`src/rtl/siocfg_pkg.sv`:
```
package siocfg_pkg;
  typedef enum logic [1:0] {
    LK_SHUT = 2'd0,
    LK_HALF = 2'd1,
    LK_OPEN = 2'd2
  } lock_e;
endpackage

```
`src/rtl/siocfg_lock.sv`:
```
module siocfg_lock
  import siocfg_pkg::*;
#(
  parameter logic [7:0] PASS_BYTE  = 8'hA5,
  parameter logic [7:0] RELOCK_BYTE = 8'hAA
) (
  input  logic       clk_i,
  input  logic       rst_ni,
  input  logic       idx_wr_i,
  input  logic [7:0] wdata_i,
  output logic       open_o
);
  lock_e st_q, st_d;

  always_comb begin
    st_d = st_q;
    if (idx_wr_i) begin
      unique case (st_q)
        LK_SHUT: st_d = (wdata_i == PASS_BYTE) ? LK_HALF : LK_SHUT;
        LK_HALF: st_d = (wdata_i == PASS_BYTE) ? LK_OPEN : LK_SHUT;
        LK_OPEN: st_d = (wdata_i == RELOCK_BYTE) ? LK_SHUT : LK_OPEN;
        default: st_d = LK_SHUT;
      endcase
    end
  end

  always_ff @(posedge clk_i or negedge rst_ni) begin
    if (!rst_ni) st_q <= LK_SHUT;
    else         st_q <= st_d;
  end

  assign open_o = (st_q == LK_OPEN);

  // opening needs a second password on the half-open step
  a_r2_open_after_two: assert property (@(posedge clk_i) disable iff (!rst_ni)
    $rose(open_o) |-> $past(st_q) == LK_HALF && $past(wdata_i) == PASS_BYTE);
  a_r10_relock: assert property (@(posedge clk_i) disable iff (!rst_ni)
    (open_o && idx_wr_i && wdata_i == RELOCK_BYTE) |=> !open_o);
endmodule

```
`src/rtl/siocfg_regs.sv`:
```
module siocfg_regs #(
  parameter int DW = 8
) (
  input  logic          clk_i,
  input  logic          rst_ni,
  input  logic          idx_load_i,
  input  logic          ldn_load_i,
  input  logic [DW-1:0] wdata_i,
  output logic [DW-1:0] index_o,
  output logic [DW-1:0] ldn_o
);
  always_ff @(posedge clk_i or negedge rst_ni) begin
    if (!rst_ni) begin
      index_o <= '0;
      ldn_o   <= '0;
    end else begin
      if (idx_load_i) index_o <= wdata_i;
      if (ldn_load_i) ldn_o   <= wdata_i;
    end
  end

  a_r7_ldn_holds: assert property (@(posedge clk_i) disable iff (!rst_ni)
    !ldn_load_i |=> $stable(ldn_o));
endmodule

```
`src/rtl/siocfg_route.sv`:
```
module siocfg_route #(
  parameter int NUM_LD = 16,
  parameter int DW     = 8
) (
  input  logic [DW-1:0]        ldn_i,
  input  logic [NUM_LD*DW-1:0] bank_rdata_i,
  output logic [NUM_LD-1:0]    sel_o,
  output logic                 hit_o,
  output logic [DW-1:0]        rdata_o
);
  for (genvar g = 0; g < NUM_LD; g++) begin : g_dec
    assign sel_o[g] = (ldn_i == DW'(g));
  end

  assign hit_o = |sel_o;

  always_comb begin
    rdata_o = '1;
    for (int i = 0; i < NUM_LD; i++) begin
      if (sel_o[i]) rdata_o = bank_rdata_i[i*DW +: DW];
    end
  end

  always_comb a_r9_sel_onehot0: assert ($onehot0(sel_o));
endmodule

```
`src/rtl/siocfg_port.sv`:
```
module siocfg_port
  import siocfg_pkg::*;
#(
  parameter int          NUM_LD      = 16,
  parameter int          AW          = 16,
  parameter logic [15:0] IDX_ADDR    = 16'h002E,
  parameter logic [15:0] DAT_ADDR    = 16'h002F,
  parameter logic [7:0]  PASS_BYTE   = 8'hA5,
  parameter logic [7:0]  RELOCK_BYTE = 8'hAA,
  parameter logic [7:0]  LDN_INDEX   = 8'h07
) (
  input  logic                 clk_i,
  input  logic                 rst_ni,
  input  logic                 io_wr_i,
  input  logic                 io_rd_i,
  input  logic [AW-1:0]        io_addr_i,
  input  logic [7:0]           io_wdata_i,
  output logic                 io_rvalid_o,
  output logic [7:0]           io_rdata_o,
  output logic [NUM_LD-1:0]    ld_sel_o,
  output logic [7:0]           ld_idx_o,
  output logic [7:0]           ld_wdata_o,
  output logic                 ld_wr_o,
  output logic                 ld_rd_o,
  input  logic [NUM_LD*8-1:0]  ld_rdata_i
);
  localparam int DW = 8;

  logic hit_idx, hit_dat, wr_idx, wr_dat, rd_claim;
  logic open, is_ldn, bank_hit, idx_load, ldn_load;
  logic [DW-1:0] index_q, ldn_q, bank_rdata, rnext;

  assign hit_idx  = (io_addr_i == AW'(IDX_ADDR));
  assign hit_dat  = (io_addr_i == AW'(DAT_ADDR));
  assign wr_idx   = io_wr_i & hit_idx;
  assign wr_dat   = io_wr_i & hit_dat;
  assign rd_claim = io_rd_i & (hit_idx | hit_dat);

  siocfg_lock #(.PASS_BYTE(PASS_BYTE), .RELOCK_BYTE(RELOCK_BYTE)) u_lock (
    .clk_i   (clk_i),
    .rst_ni  (rst_ni),
    .idx_wr_i(wr_idx),
    .wdata_i (io_wdata_i),
    .open_o  (open)
  );

  assign idx_load = open & wr_idx & (io_wdata_i != RELOCK_BYTE);
  assign is_ldn   = (index_q == LDN_INDEX);
  assign ldn_load = open & wr_dat & is_ldn;

  siocfg_regs #(.DW(DW)) u_regs (
    .clk_i     (clk_i),
    .rst_ni    (rst_ni),
    .idx_load_i(idx_load),
    .ldn_load_i(ldn_load),
    .wdata_i   (io_wdata_i),
    .index_o   (index_q),
    .ldn_o     (ldn_q)
  );

  siocfg_route #(.NUM_LD(NUM_LD), .DW(DW)) u_route (
    .ldn_i       (ldn_q),
    .bank_rdata_i(ld_rdata_i),
    .sel_o       (ld_sel_o),
    .hit_o       (bank_hit),
    .rdata_o     (bank_rdata)
  );

  assign ld_idx_o   = index_q;
  assign ld_wdata_o = io_wdata_i;
  assign ld_wr_o    = open & wr_dat & ~is_ldn & bank_hit;
  assign ld_rd_o    = open & io_rd_i & hit_dat & ~is_ldn & bank_hit;

  always_comb begin
    if (!open)         rnext = '1;
    else if (hit_idx)  rnext = index_q;
    else if (is_ldn)   rnext = ldn_q;
    else if (bank_hit) rnext = bank_rdata;
    else               rnext = '1;
  end

  always_ff @(posedge clk_i or negedge rst_ni) begin
    if (!rst_ni) begin
      io_rvalid_o <= 1'b0;
      io_rdata_o  <= '0;
    end else begin
      io_rvalid_o <= rd_claim;
      if (rd_claim) io_rdata_o <= rnext;
    end
  end

  a_r12_rvalid_follows: assert property (@(posedge clk_i) disable iff (!rst_ni)
    rd_claim |=> io_rvalid_o);
  a_r11_unclaimed_quiet: assert property (@(posedge clk_i) disable iff (!rst_ni)
    !rd_claim |=> !io_rvalid_o);
  a_r3_locked_reads_ff: assert property (@(posedge clk_i) disable iff (!rst_ni)
    (rd_claim && !open) |=> io_rdata_o == 8'hFF);
  a_r5_wr_single_bank: assert property (@(posedge clk_i) disable iff (!rst_ni)
    ld_wr_o |-> $onehot(ld_sel_o) && ld_idx_o != LDN_INDEX && !ld_rd_o);
  a_r7_ldn_no_strobe: assert property (@(posedge clk_i) disable iff (!rst_ni)
    (ldn_load) |-> !ld_wr_o && !ld_rd_o);
endmodule

```
`config.mk`:
```
export PLATFORM = sky130hd
export DESIGN_NAME = siocfg_port
export DESIGN_NICKNAME = d
export VERILOG_FILES = /design/src/rtl/siocfg_pkg.sv /design/src/rtl/siocfg_lock.sv /design/src/rtl/siocfg_regs.sv /design/src/rtl/siocfg_route.sv /design/src/rtl/siocfg_port.sv
export SDC_FILE = /design/constraint.sdc
export NUM_CORES = 1
export LEC_CHECK = 0
export ABC_AREA = 1
export BUFFER_PORTS_ARGS = -buffer_cell sky130_fd_sc_hd__buf_2
export CAP_MARGIN = 20
export CORE_MARGIN = 5
export CORE_UTILIZATION = 40
export DETAILED_ROUTE_END_ITERATION = 12
export PLACE_DENSITY_LB_ADDON = 0.08
export SLEW_MARGIN = 20
export SYNTH_ARGS = -nofsm -noshare
export SYNTH_HDL_FRONTEND = slang
export SYNTH_HIERARCHICAL = 1
export SYNTH_SLANG_ARGS = --single-unit
```
`constraint.sdc`:
```
create_clock -name clk_i -period 3.2 [get_ports clk_i]
set_input_delay 0 -clock clk_i [delete_from_list [all_inputs] [get_ports clk_i]]
set_output_delay 0 -clock clk_i [all_outputs]
set_load 0.01 [all_outputs]
```
# Word level (Yosys, flattened, before mapping)
# Index checks and enable logic that the tools add are counted.
[totals]
ff_bits = 27
latchBits = 0
ramBits = 0
rom_bits = 0
input_bits = 156
out_inout_bits = 43
word_cells = 70
n_memories = 0
[classes]
addsub = 0
multipliers = 0
div = 0
magnitude_cmp = 0
n_eq_ne = 23
shift = 0
n_mux = 24
bitwise_logic = 15
reduce_logical = 3
[op_table]
columns = ["operator", "count"]
rows = [
  ["$mux 8", 20],
  ["$eq 8x4->1 const B", 8],
  ["$eq 8x3->1 const B", 5],
  ["$eq 16x6->1 const B", 2],
  ["$eq 8x2->1 const B", 2],
  ["$eq 8x8->1 const B", 2],
  ["$reduce_or 16->1", 1],
  ["$and 1x1->1", 13],
  ["$eq 8x1->1 const B", 1],
  ["$logic_not 8->1", 1],
  ["$ne 8x8->1 const B", 1],
  ["$pmux 2 s3", 1],
  ["$mux 2", 2],
  ["$eq 2x1->1 const B", 1],
  ["$eq 2x2->1 const B", 1],
  ["$logic_not 2->1", 1],
  ["$mux 1", 1],
  ["$not 1->1", 1],
  ["$or 1x1->1", 1],
]

# Depth between registers and ports, before layout
# Gate-level depths: netlist of run 1.
[depth]
word_depth = 21
mapped_depth = 23

# Hierarchy
# Netlist of run 1, hierarchy kept.
[modules_own_cells]
columns = ["module", "instances", "cells_per_inst", "area_per_inst_um2", "seq_area_each_um2"]
rows = [
  ["siocfg_route", 1, 315, 1503.9, 0.0],
  ["siocfg_port", 1, 157, 940.9, 225.2],
  ["siocfg_regs", 1, 68, 610.6, 400.4],
  ["siocfg_lock", 1, 31, 183.9, 50.0],
]

# Worst setup path before layout of run 1
# Ideal clock, no wire load.
[synth_timing]
path_type = "reg-to-reg"
start = "reg u_regs.ldn_o[7]"
end = "reg io_rdata_o[0]"
setup_time_ns = 0.116
arrival_ns = 1.920
required_ns = 3.084
slack_ns = 1.164
path_stages_with_launch = 16
path_buffers = 0
path_cell_list = "dfrtp_1 -> nor2_2 -> nand2_4 -> inv_4 -> nand2_1 -> nor2_4 -> inv_2 -> or2_2 -> nand3_1 -> a21oi_1 -> nor2_1 -> nand2_1 -> nand3_1 -> nand2_1 -> nand2_1 -> nand2_1"
[synth_between]
word_cells_on_any_way = 37
classes_between = "eq/ne (15); mux (20); reduce/logical (2)"
[synth_rtl]
columns = ["item", "line_no", "rtl"]
rows = [
  ["start: declaration", "siocfg_regs.sv:10", "output logic [DW-1:0] ldn_o"],
  ["start signal: assignment", "siocfg_regs.sv:18", "if (ldn_load_i) ldn_o <= wdata_i;"],
  ["$eq 8x1->1 (tied with other cells)", "siocfg_route.sv:12", "assign sel_o[g] = (ldn_i == DW'(g));"],
  ["$reduce_or 16->1 (*)", "siocfg_route.sv:15", "assign hit_o = |sel_o;"],
  ["net bank_hit", "siocfg_port.sv:30", "logic open, is_ldn, bank_hit, idx_load, ldn_load;"],
  ["$mux 8 (*)", "siocfg_port.sv:78", "else if (bank_hit) rnext = bank_rdata;"],
  ["$mux 8 (*)", "siocfg_port.sv:77", "else if (is_ldn) rnext = ldn_q;"],
  ["$mux 8 (*)", "siocfg_port.sv:76", "else if (hit_idx) rnext = index_q;"],
  ["$mux 8 (*)", "siocfg_port.sv:75", "if (!open) rnext = '1;"],
  ["end signal: assignment", "siocfg_port.sv:88", "if (rd_claim) io_rdata_o <= rnext;"],
  ["end: declaration", "siocfg_port.sv:19", "output logic [7:0] io_rdata_o,"],
]
# The timed path passes the listed nets; every way through them passes the cells marked *.
# A chain may end at the register's enable or synchronous reset.

# Worst setup path in the final report of run 1
[layout_timing]
start = "reg u_regs.ldn_o[0]"
end = "reg io_rdata_o[1]"
[layout_between]
elab_chain_cells = 21
word_cells_on_any_way = 37
classes_between = "eq/ne (15); mux (20); reduce/logical (2)"
[layout_rtl]
columns = ["item", "line_no", "rtl"]
rows = [
  ["$logic_not 8->1", "siocfg_route.sv:12", ""],
  ["$mux 8 (15 in a row)", "siocfg_route.sv:20", "if (sel_o[i]) rdata_o = bank_rdata_i[i*DW +: DW];"],
  ["$mux 8 (*)", "siocfg_route.sv:20", ""],
  ["net bank_rdata[1]", "siocfg_port.sv:31", "logic [DW-1:0] index_q, ldn_q, bank_rdata, rnext;"],
  ["$mux 8 (*)", "siocfg_port.sv:78", ""],
  ["$mux 8 (*)", "siocfg_port.sv:77", ""],
  ["$mux 8 (*)", "siocfg_port.sv:76", ""],
  ["$mux 8 (*)", "siocfg_port.sv:75", ""],
]
# Marked as above.

==> results of run 1 <==
## cells in the final DEF (no fill, tap or decap), types with 7 or more instances in the layout
master and n:
nand2_1 229, buf_2 198, inv_1 69, nor2_1 48, nand3_1 42, dfrtp_1 27, o21ai_0 19, inv_2 15
nand3b_1 12, nand2_2 11, nor2_2 10, dlygate4sd3_1 9, nor2_4 9, a221oi_1 8, or2_2 7, a21oi_1 7
## cells by family after synthesis
kind of cell,count (synthesis),synth area share
flip-flops,27,0.209
AND/OR/NAND/NOR,395,0.566
AO/OA/AOI/OAI,45,0.0850
buffers and inverters,104,0.141
## power by group through the flow
stage | registers, uW | clock network (uW) | logic (uW)
2_1_floorplan | 348 | 0 | 56.9
3_3_place_gp | 348 | 0 | 176
3_5_place_dp | 348 | 0 | 177
5_1_grt | 341 | 233 | 209
6_report | 341 | 212 | 186
4_1_cts | 341 | 220 | 186
## final timing paths
kind | start | to | slack, ps | cells past startpoint
max | u_regs/ldn_o[0]$_DFFE_PN0P_ | io_rdata_o[1]$_DFFE_PN0P_ | 720 | 17
min | io_rd_i | io_rvalid_o$_DFF_PN0_ | 60 | 3
max reg2reg | u_regs/ldn_o[0]$_DFFE_PN0P_ | io_rdata_o[1]$_DFFE_PN0P_ | 720 | 17
min reg2reg | io_rdata_o[3]$_DFFE_PN0P_ | io_rdata_o[3]$_DFFE_PN0P_ | 490 | 2
max in group asynchronous | rst_ni | u_regs/index_o[2]$_DFFE_PN0P_ | 2560 | 2
min in group asynchronous | rst_ni | io_rdata_o[5]$_DFFE_PN0P_ | 250 | 2
## layout make-up
class,count,area (sq um)
fillers,846,3400
multi-input cells,440,2110
repair buffers,209,1100
flip-flops and latches,27,676
inverters,89,347
well taps,102,128
clock buffers,3,41.3
clock inverters,1,8.76
## timing repair
| action | in CTS | in global routing |
|---|---|---|
| hold buffers | 9 | 0 |
| setup endpoints to repair | 0 | 0 |
| resized for setup | 0 | 0 |
| endpoints found under the hold margin | 42 | 0 |
## stage by stage
stage / power, uW / hold WS [ps] / cell area, sq um
3_3_place_gp: 524 / 37.2 / 4260
4_1_cts: 747 / 60.0 / 4400
5_1_grt: 783 / 75.6 / 4400
2_1_floorplan: 405 / -296 / 3240
6_report: 739 / 56.2 / 4400
3_5_place_dp: 525 / 48.1 / 4260
## tightest hold or removal path: stages
cell	delay, ps
buf_2	110
nand2_4	100
clkinv_4	90
## state kept, by name (all words and copies together) (netlist names)
| register | cells |
|---|---|
| io_rdata_o | 8 |
| io_rvalid_o | 1 |
| u_lock/st_q | 2 |
| u_regs/index_o | 8 |
| u_regs/ldn_o | 8 |
## cells in the mapped netlist, drive strengths merged
cell    count  area share
a211oi      1      0.0023
a21oi       7       0.011
a221oi      8       0.022
a22o        2      0.0054
a31oi       1      0.0019
and2        1      0.0019
and3        1      0.0019
buf        14       0.032
clkbuf      1      0.0012
clkinv      4      0.0077
dfrtp      27        0.21
inv        85       0.099
nand2     245        0.30
nand3      42       0.065
nand3b     12       0.028
nand4       3      0.0058
nor2       69        0.12
nor3        6      0.0093
nor4        2      0.0039
nor4b       1      0.0027
o211ai      2      0.0046
o21a        1      0.0023
o21ai      22       0.034
o22ai       1      0.0019
or2        13       0.025
## routing by layer
metal  track usage  wire, um  up-vias
met5             0         0        -
met4        0.0342       136        0
met1         0.306      5200     1869
met2         0.408      5710      144
met3        0.0375       943       17
li1              -         -     2163
==> flow_summary.yaml, run 1 <==
outcome:
  status: "finished, final reports clean"
route:
  drcViolationCount: 0
  first_pass_iters: 4
  ant_nets: 0
  wire_per_inst_um: 13.8
  finalWirelength_um: 12000
  initialDrtViolationCount: 148
  vias_per_cell: 4.81
  dr_total_vias: 4193
power:
  clockPowerShare: 0.286
  combPwrFrac: 0.252
  power_frac_seq: 0.462
  p_sw_frac: 0.280
  peakVddDrop_mv: 0.129
  switchingPower_uw: 207
  p_int_uw: 532
  power_density_nw_per_um2: 168
  p_leak_uw: 0.00268
cells_and_area:
  n_antenna_cell: 0
  layout-drive-gt1-share: 0.346
  final_cells: 871
  final_nets: 926
  syn_to_final_growth_pct: 36.0
  final_util: 0.564
timing:
  post-route-min-period_ps: 2480
  clock_skew_ps: 6.41
  fin_setup_tns_ps: 0
  post-route-period-util: 0.775
  relSlewSlack: 0.564
  setup_violations: 0
  rsz0062_at_grt: "false"
  final-hold-violation-count: 0
  fmax_ghz: 0.403
  worst_slack_ps: 722
  final_max_slew_viol_count: 0
  tightest_slew_ps: 651
critical_path:
  critPathMaxFanout: 11
  crit_slowest_cell: "dfrtp_1"
  crit_buf_inv: 1
  worstSetupStartpointType: "flip-flop"
  worstPathCellList: "inv_1, nand2_1, nor2_2, nand2_1, or2_1, nand3_1, nand2_1, nand2_1, nand2_1, nand3_1, a21oi_1, nor2_1, nand2_1, nand3_1, nand2_1, nand2_1, nand2_1"
  path_common_cell: "nand2_1"
  arrival_ps: 2660
  critPathCaptureType: "flip-flop"
  cp_data_required_time_ps: 3380
  critPathMaxStageDelay_ps: 450
  setup.worst_path.class: "flip-flop to flip-flop"
  cp_top_family: "simple AND/OR/NAND/NOR gates"
global_routing:
  overflow: 0
  grt_pass1_vias: 4053
  grt_max_degree: 28
  grt_first_pass_wirelength_um: 19000
  antenna_found_initial: 0
  grt_usage: 0.232
cts:
  clock_path_buffers: 2
  cts_max_level: 1
  clock_sinks: 27
  post-cts-setup-buffers: 0
  clkSlewWorstSetupHoldPaths_ps: 100
  cts_tree: "done"
  root_buffer: "clkbuf_8"
  cts_inserted_buffers: 3
  insertion_delay_ps: 280
floorplanning:
  ioPinCount: 199
  core_area_sq_um: 7810
  dieArea_sq_um: 10000
  die_x_um: 100
  fp.dieH_um: 100
  start_util: 0.415
  num_rows: 32
yosys:
  yosysSeqAreaShare: 0.209
  yosysWarnings: 6
  yosysUniqueCellTypes: 38
  netlist_instances: 571
  synthesis.area_sq_um: 3240
  synth.net_count: 727
  synth_area_per_cell_sq_um: 5.67
  synth-seq-cells: 27
place:
  hpwl_um: 10100
  place_congestion: 0.859
  place_inst: 858
  io_buffer_count: 198
  dpl_worst_slack_ps: 783
flow_run:
  drv_cap: 0
worst_hold_path:
  hold_class: "input port to flip-flop"
Note: power is estimated with default switching activity, not from simulation.
==> run 2, diff against run 1 <==
==> constraint.sdc (replaced) <==
create_clock -name clk_i -period 2 [get_ports clk_i]
set_input_delay 0 -clock clk_i [delete_from_list [all_inputs] [get_ports clk_i]]
set_output_delay 0 -clock clk_i [all_outputs]
set_load 0.01 [all_outputs]
==> run 2 against run 1 <==
Net effect: clock skew decreased by 3.1 ps; the flow now finishes with violations (negative setup slack); via count increased by 5.0%; die area unchanged; sequential share of layout area decreased by 1.8 points.
==> flow_summary.yaml, run 2 (synthesis gave the netlist of run 1 again) <==
global_routing:
  antenna_found_initial: 0
  overflow: 0
  grt_pass1_vias: 4272
  grt_usage: 0.233
  grt_first_pass_wirelength_um: 19300
  grt_max_degree: 28
cts:
  clock_path_buffers: 2
  clock_sinks: 27
  cts_inserted_buffers: 3
  insertion_delay_ps: 280
  cts_tree: "done"
  cts_max_level: 1
  clkSlewWorstSetupHoldPaths_ps: 100
  root_buffer: "clkbuf_8"
route:
  wire_per_inst_um: 13.3
  finalWirelength_um: 12300
  initialDrtViolationCount: 126
  vias_per_cell: 4.75
  ant_nets: 0
  drcViolationCount: 0
  first_pass_iters: 4
  dr_total_vias: 4403
timing:
  fin_setup_tns_ps: -1800
  post-route-period-util: 1.15
  post-route-min-period_ps: 2300
  fmax_ghz: 0.435
  final-hold-violation-count: 0
  relSlewSlack: 0.592
  clock_skew_ps: 3.27
  setup_violations: 8
  final_max_slew_viol_count: 0
  worst_slack_ps: -299
  rsz0062_at_grt: "true"
  tightest_slew_ps: 611
  hold_slack_ps: 7.58
place:
  placed_area_sq_um: 4660
  hpwl_um: 10100
  place_congestion: 0.918
  dpl_worst_slack_ps: -340
  io_buffer_count: 198
floorplanning:
  fp.dieH_um: 100
  start_util: 0.415
  num_rows: 32
  die_x_um: 100
  ioPinCount: 199
  dieArea_sq_um: 10000
  core_area_sq_um: 7810
critical_path:
  arrival_ps: 2480
  setup.worst_path.class: "flip-flop to flip-flop"
  cp_data_required_time_ps: 2180
  critPathCaptureType: "flip-flop"
  worstSetupStartpointType: "flip-flop"
  critPathMaxFanout: 8
power:
  power_density_nw_per_um2: 237
  power_uw: 1190
  p_leak_uw: 0.00308
  peakVddDrop_mv: 0.251
cells_and_area:
  final_nets: 981
  final_area_sq_um: 5020
  n_antenna_cell: 0
  final_cell_mix: "nand2_1 (217), buf_2 (198), inv_1 (68)"
  syn_to_final_growth_pct: 54.9
  layout_commonest_cell: "nand2_1"
  reg_top3: "io_rdata_o x8, u_regs/index_o x8, u_regs/ldn_o x8"
  layout-drive-gt1-share: 0.441
outcome:
  status: "complete, but fails checks"
  failed_checks: "negative setup slack"
flow_run:
  drv_cap: 0
worst_hold_path:
  hold_class: "input port to flip-flop"
[run 2: report_power, final]
| part | switching (uW) | total (uW) | internal, uW | leakage, uW |
|---|---|---|---|---|
| combinational | 145 | 306 | 161 | 0.00269 |
| clock | 192 | 339 | 147 | 0.0000261 |
| sequential | 0.151 | 546 | 546 | 0.000364 |
[run 2: path summary, 6_finish.rpt]
path,startpoint,endpoint,slack [ps],depth (start not counted)
max,u_regs/ldn_o[7]$_DFFE_PN0P_,io_rdata_o[3]$_DFFE_PN0P_,-300,20
min,io_wdata_i[7],u_regs/ldn_o[7]$_DFFE_PN0P_,8,3
max reg2reg,u_regs/ldn_o[7]$_DFFE_PN0P_,io_rdata_o[3]$_DFFE_PN0P_,-300,20
min reg2reg,io_rdata_o[6]$_DFFE_PN0P_,io_rdata_o[6]$_DFFE_PN0P_,490,2
max in group asynchronous,rst_ni,u_regs/ldn_o[1]$_DFFE_PN0P_,1320,2
min in group asynchronous,rst_ni,io_rvalid_o$_DFF_PN0_,250,2
[run 2: routing by layer]
metal,part of all wire,vias up,track usage,wire length (um)
met5,0,-,0,0
met4,0.011,0,0.0342,131
met3,0.078,12,0.0361,962
met2,0.49,149,0.410,6000
met1,0.42,1973,0.306,5240
li1,-,2269,-,-
[run 2: repair_timing]
action,CTS,global route
setup endpoints to repair,8,9
gates resized for setup,26,30
pin swaps,12,23
hold buffers,8,0
hold endpoints to repair,39,0
setup buffers,3,3
[run 2: layout make-up]
type | count | area (sq um)
Timing Repair Buffer | 264 | 1530
Fill cell | 805 | 2790
Clock buffer | 3 | 41.3
Inverter | 89 | 350
Multi-Input combinational cell | 440 | 2290
Tap cell | 102 | 128
Sequential cell | 27 | 678
Clock inverter | 1 | 8.76
[run 2: critical path, stage by stage (launching register included)]
cell	delay, ps
dfrtp_1	400
nor2_2	160
nand2_4	150
nor2_4	190
nand2_4	100
o21ai_0	170
inv_1	60
nand2_1	80
nand2_2	60
nand3_2	70
nand2_1	50
nand2_1	70
nand2_2	60
nand3_2	90
a21oi_2	60
nor2_1	110
nand2_1	60
nand3_1	90
nand2_1	60
nand2_1	60
nand2_1	50
[run 2: stage by stage]
stage,utilization,cells
2_1_floorplan,-,571
3_3_place_gp,0.597,908
3_5_place_dp,0.597,908
4_1_cts,0.626,923
5_1_grt,0.643,926
6_report,0.643,926
==> run 3, diff against run 2 <==
--- a/config.mk
+++ b/config.mk
@@ -8,11 +8,12 @@
 export ABC_AREA = 1
 export BUFFER_PORTS_ARGS = -buffer_cell sky130_fd_sc_hd__buf_2
 export CAP_MARGIN = 20
+export CELL_PAD_IN_SITES_DETAIL_PLACEMENT = 1
+export CELL_PAD_IN_SITES_GLOBAL_PLACEMENT = 2
 export CORE_MARGIN = 5
-export CORE_UTILIZATION = 40
+export CORE_UTILIZATION = 18
 export DETAILED_ROUTE_END_ITERATION = 12
 export PLACE_DENSITY_LB_ADDON = 0.08
-export SLEW_MARGIN = 20
 export SYNTH_ARGS = -nofsm -noshare
 export SYNTH_HDL_FRONTEND = slang
 export SYNTH_HIERARCHICAL = 1
==> constraint.sdc (replaced) <==
create_clock -name clk_i -period 2.1 [get_ports clk_i]
set_input_delay 0 -clock clk_i [delete_from_list [all_inputs] [get_ports clk_i]]
set_output_delay 0 -clock clk_i [all_outputs]
set_load 0.01 [all_outputs]
==> run 3 against run 2 <==
Net effect: the run still ends with negative setup slack left; flip-flop and latch count unchanged; core utilization down 34 points; clock skew down 0.78 ps; largest power group unchanged; highest routed layer unchanged; final cell count up 15%.
==> flow_summary.yaml, run 3 (synthesis gave the netlist of run 1 again) <==
power:
  peakVddDrop_mv: 0.286
  p_leak_uw: 0.00313
  switchingPower_uw: 358
  p_sw_frac: 0.278
  combPwrFrac: 0.239
  power_uw: 1290
  power_frac_seq: 0.403
  clockPowerShare: 0.358
  power_density_nw_per_um2: 239
  p_int_uw: 931
cells_and_area:
  layout-drive-gt1-share: 0.496
  layout_commonest_cell: "buf_2"
  syn_to_final_growth_pct: 66.5
  reg_top3: "io_rdata_o x8, u_regs/index_o x8, u_regs/ldn_o x8"
  final_cells: 1064
  n_antenna_cell: 0
  final_nets: 992
  final_util: 0.302
  final_cell_mix: "buf_2 (199), nand2_1 (196), inv_1 (69), buf_4 (69), nand2_2 (43)"
route:
  first_pass_iters: 4
  ant_nets: 0
  wire_per_inst_um: 15.5
  drcViolationCount: 0
  vias_per_cell: 4.22
  finalWirelength_um: 16500
  dr_total_vias: 4490
  initialDrtViolationCount: 109
cts:
  clock_path_buffers: 2
  cts_inserted_buffers: 3
  cts_max_level: 1
  clkSlewWorstSetupHoldPaths_ps: 70
  insertion_delay_ps: 260
  cts_tree: "done"
  root_buffer: "clkbuf_16"
  clock_sinks: 27
timing:
  setup_violations: 8
  worst_slack_ps: -257
  hold_slack_ps: 22.5
  rsz0062_at_grt: "true"
  fmax_ghz: 0.424
  clock_skew_ps: 2.50
  final_max_slew_viol_count: 0
  post-route-min-period_ps: 2360
  relSlewSlack: 0.578
  tightest_slew_ps: 633
  final-hold-violation-count: 0
  post-route-period-util: 1.12
place:
  hpwl_um: 14100
  io_buffer_count: 198
  dpl_worst_slack_ps: -474
  place_inst: 1048
  place_congestion: 0.809
outcome:
  status: "complete, but fails checks"
  failed_checks: "negative setup slack"
floorplanning:
  fp.dieH_um: 144
  num_rows: 49
  core_area_sq_um: 17800
  start_util: 0.182
  die_x_um: 144
  dieArea_sq_um: 20800
  ioPinCount: 199
critical_path:
  r2r-end: "io_rdata_o[1]$_DFFE_PN0P_"
  reg2reg_from: "u_regs/ldn_o[7]$_DFFE_PN0P_"
  worstSetupStartpointType: "flip-flop"
  critPathCaptureType: "flip-flop"
  rrSetupSlack_ps: -260
  r2r_cells: 19
  setup.worst_path.class: "flip-flop to flip-flop"
  arrival_ps: 2520
  cp_data_required_time_ps: 2260
  critPathMaxFanout: 5
global_routing:
  grt_usage: 0.150
  grt_first_pass_wirelength_um: 25000
  grt_max_degree: 28
  overflow: 0
  antenna_found_initial: 0
  grt_pass1_vias: 4822
worst_hold_path:
  hold_class: "input port to flip-flop"
  holdPathStages: 3
  holdPathEnd: "u_regs/ldn_o[6]$_DFFE_PN0P_"
  min_from: "io_wdata_i[6]"
flow_run:
  drv_cap: 0
-- run 3: cell count changes in the layout (fill, tap and decap cells not counted), moves of 7 or more --
cell | previous run | this run
nand2_1 | 217 | 196
nand2_2 | 17 | 43
buf_4 | 55 | 69
dlygate4sd3_1 | 8 | 1
nand3_1 | 30 | 22
nand3_2 | 12 | 19
-- run 3: cell type report --
cell class | instances | area, sq um
Inverter | 89 | 349
Multi-Input combinational cell | 440 | 2380
Tap cell | 229 | 287
Timing Repair Buffer | 275 | 1610
Clock inverter | 1 | 7.51
Fill cell | 2382 | 12400
Sequential cell | 27 | 679
Clock buffer | 3 | 75.1
-- run 3: power groups by stage --
stage               Sequential, uW  Clock [uW]  Combinational, uW
finish                         520         462                308
global route                   520         492                344
CTS                            520         474                308
detailed placement             530           0                290
global placement               530           0                287
floorplan                      530           0               86.7
-- run 3: metal layers --
metal  global-route usage  vias to the layer above  part of all wire
li1                     -                     2292                 -
met1                0.197                     2082              0.44
met2                0.278                      114              0.50
met3               0.0149                        2             0.055
met4              0.00884                        0            0.0016
met5                    0                        -                 0
-- run 3: what timing repair did --
item | in CTS | in global routing
resized for setup | 48 | 40
hold buffers | 1 | 0
buffers inserted | 4 | 6
pin swaps | 31 | 34
cloned | 0 | 1
setup endpoints to repair | 8 | 8
endpoints found under the hold margin | 27 | 0
-- run 3: worst max path at each step --
stage / slack (ps) / cells past startpoint / from / to
final: -260 / 19 / u_regs/ldn_o[7]$_DFFE_PN0P_ / io_rdata_o[1]$_DFFE_PN0P_
after global routing: -460 / 22 / u_regs/ldn_o[7]$_DFFE_PN0P_ / io_rdata_o[5]$_DFFE_PN0P_
after CTS: -330 / 22 / u_regs/ldn_o[6]$_DFFE_PN0P_ / io_rdata_o[5]$_DFFE_PN0P_
after detailed placement: -470 / 22 / u_regs/ldn_o[7]$_DFFE_PN0P_ / io_rdata_o[7]$_DFFE_PN0P_
after global placement: -480 / 22 / u_regs/ldn_o[7]$_DFFE_PN0P_ / io_rdata_o[7]$_DFFE_PN0P_
after floorplan: 60 / 15 / u_regs/ldn_o[7]$_DFFE_PN0P_ / io_rdata_o[0]$_DFFE_PN0P_
-- run 3: stage by stage --
| step | cell area [sq um] | setup TNS (ps) |
|---|---|---|
| after floorplan | 3240 | 0 |
| after global placement | 4920 | -2490 |
| after detailed placement | 4920 | -2690 |
| after CTS | 5210 | -2310 |
| after global routing | 5390 | -3540 |
| final | 5390 | -1690 |
-- run 3: worst max-delay path, cell delays in order, from the launching register on --
cell	delay, ps
dfrtp_1	390
nor2_2	150
nand2_4	130
buf_6	150
nor2_4	80
nand2_2	80
buf_2	170
or2_1	220
nand3_2	80
nand2_2	70
nand2_2	70
nand2_2	60
nand3_2	90
a21oi_4	70
nor2_2	110
nand2_1	60
nand3_1	90
nand2_1	60
nand2_1	60
nand2_1	50
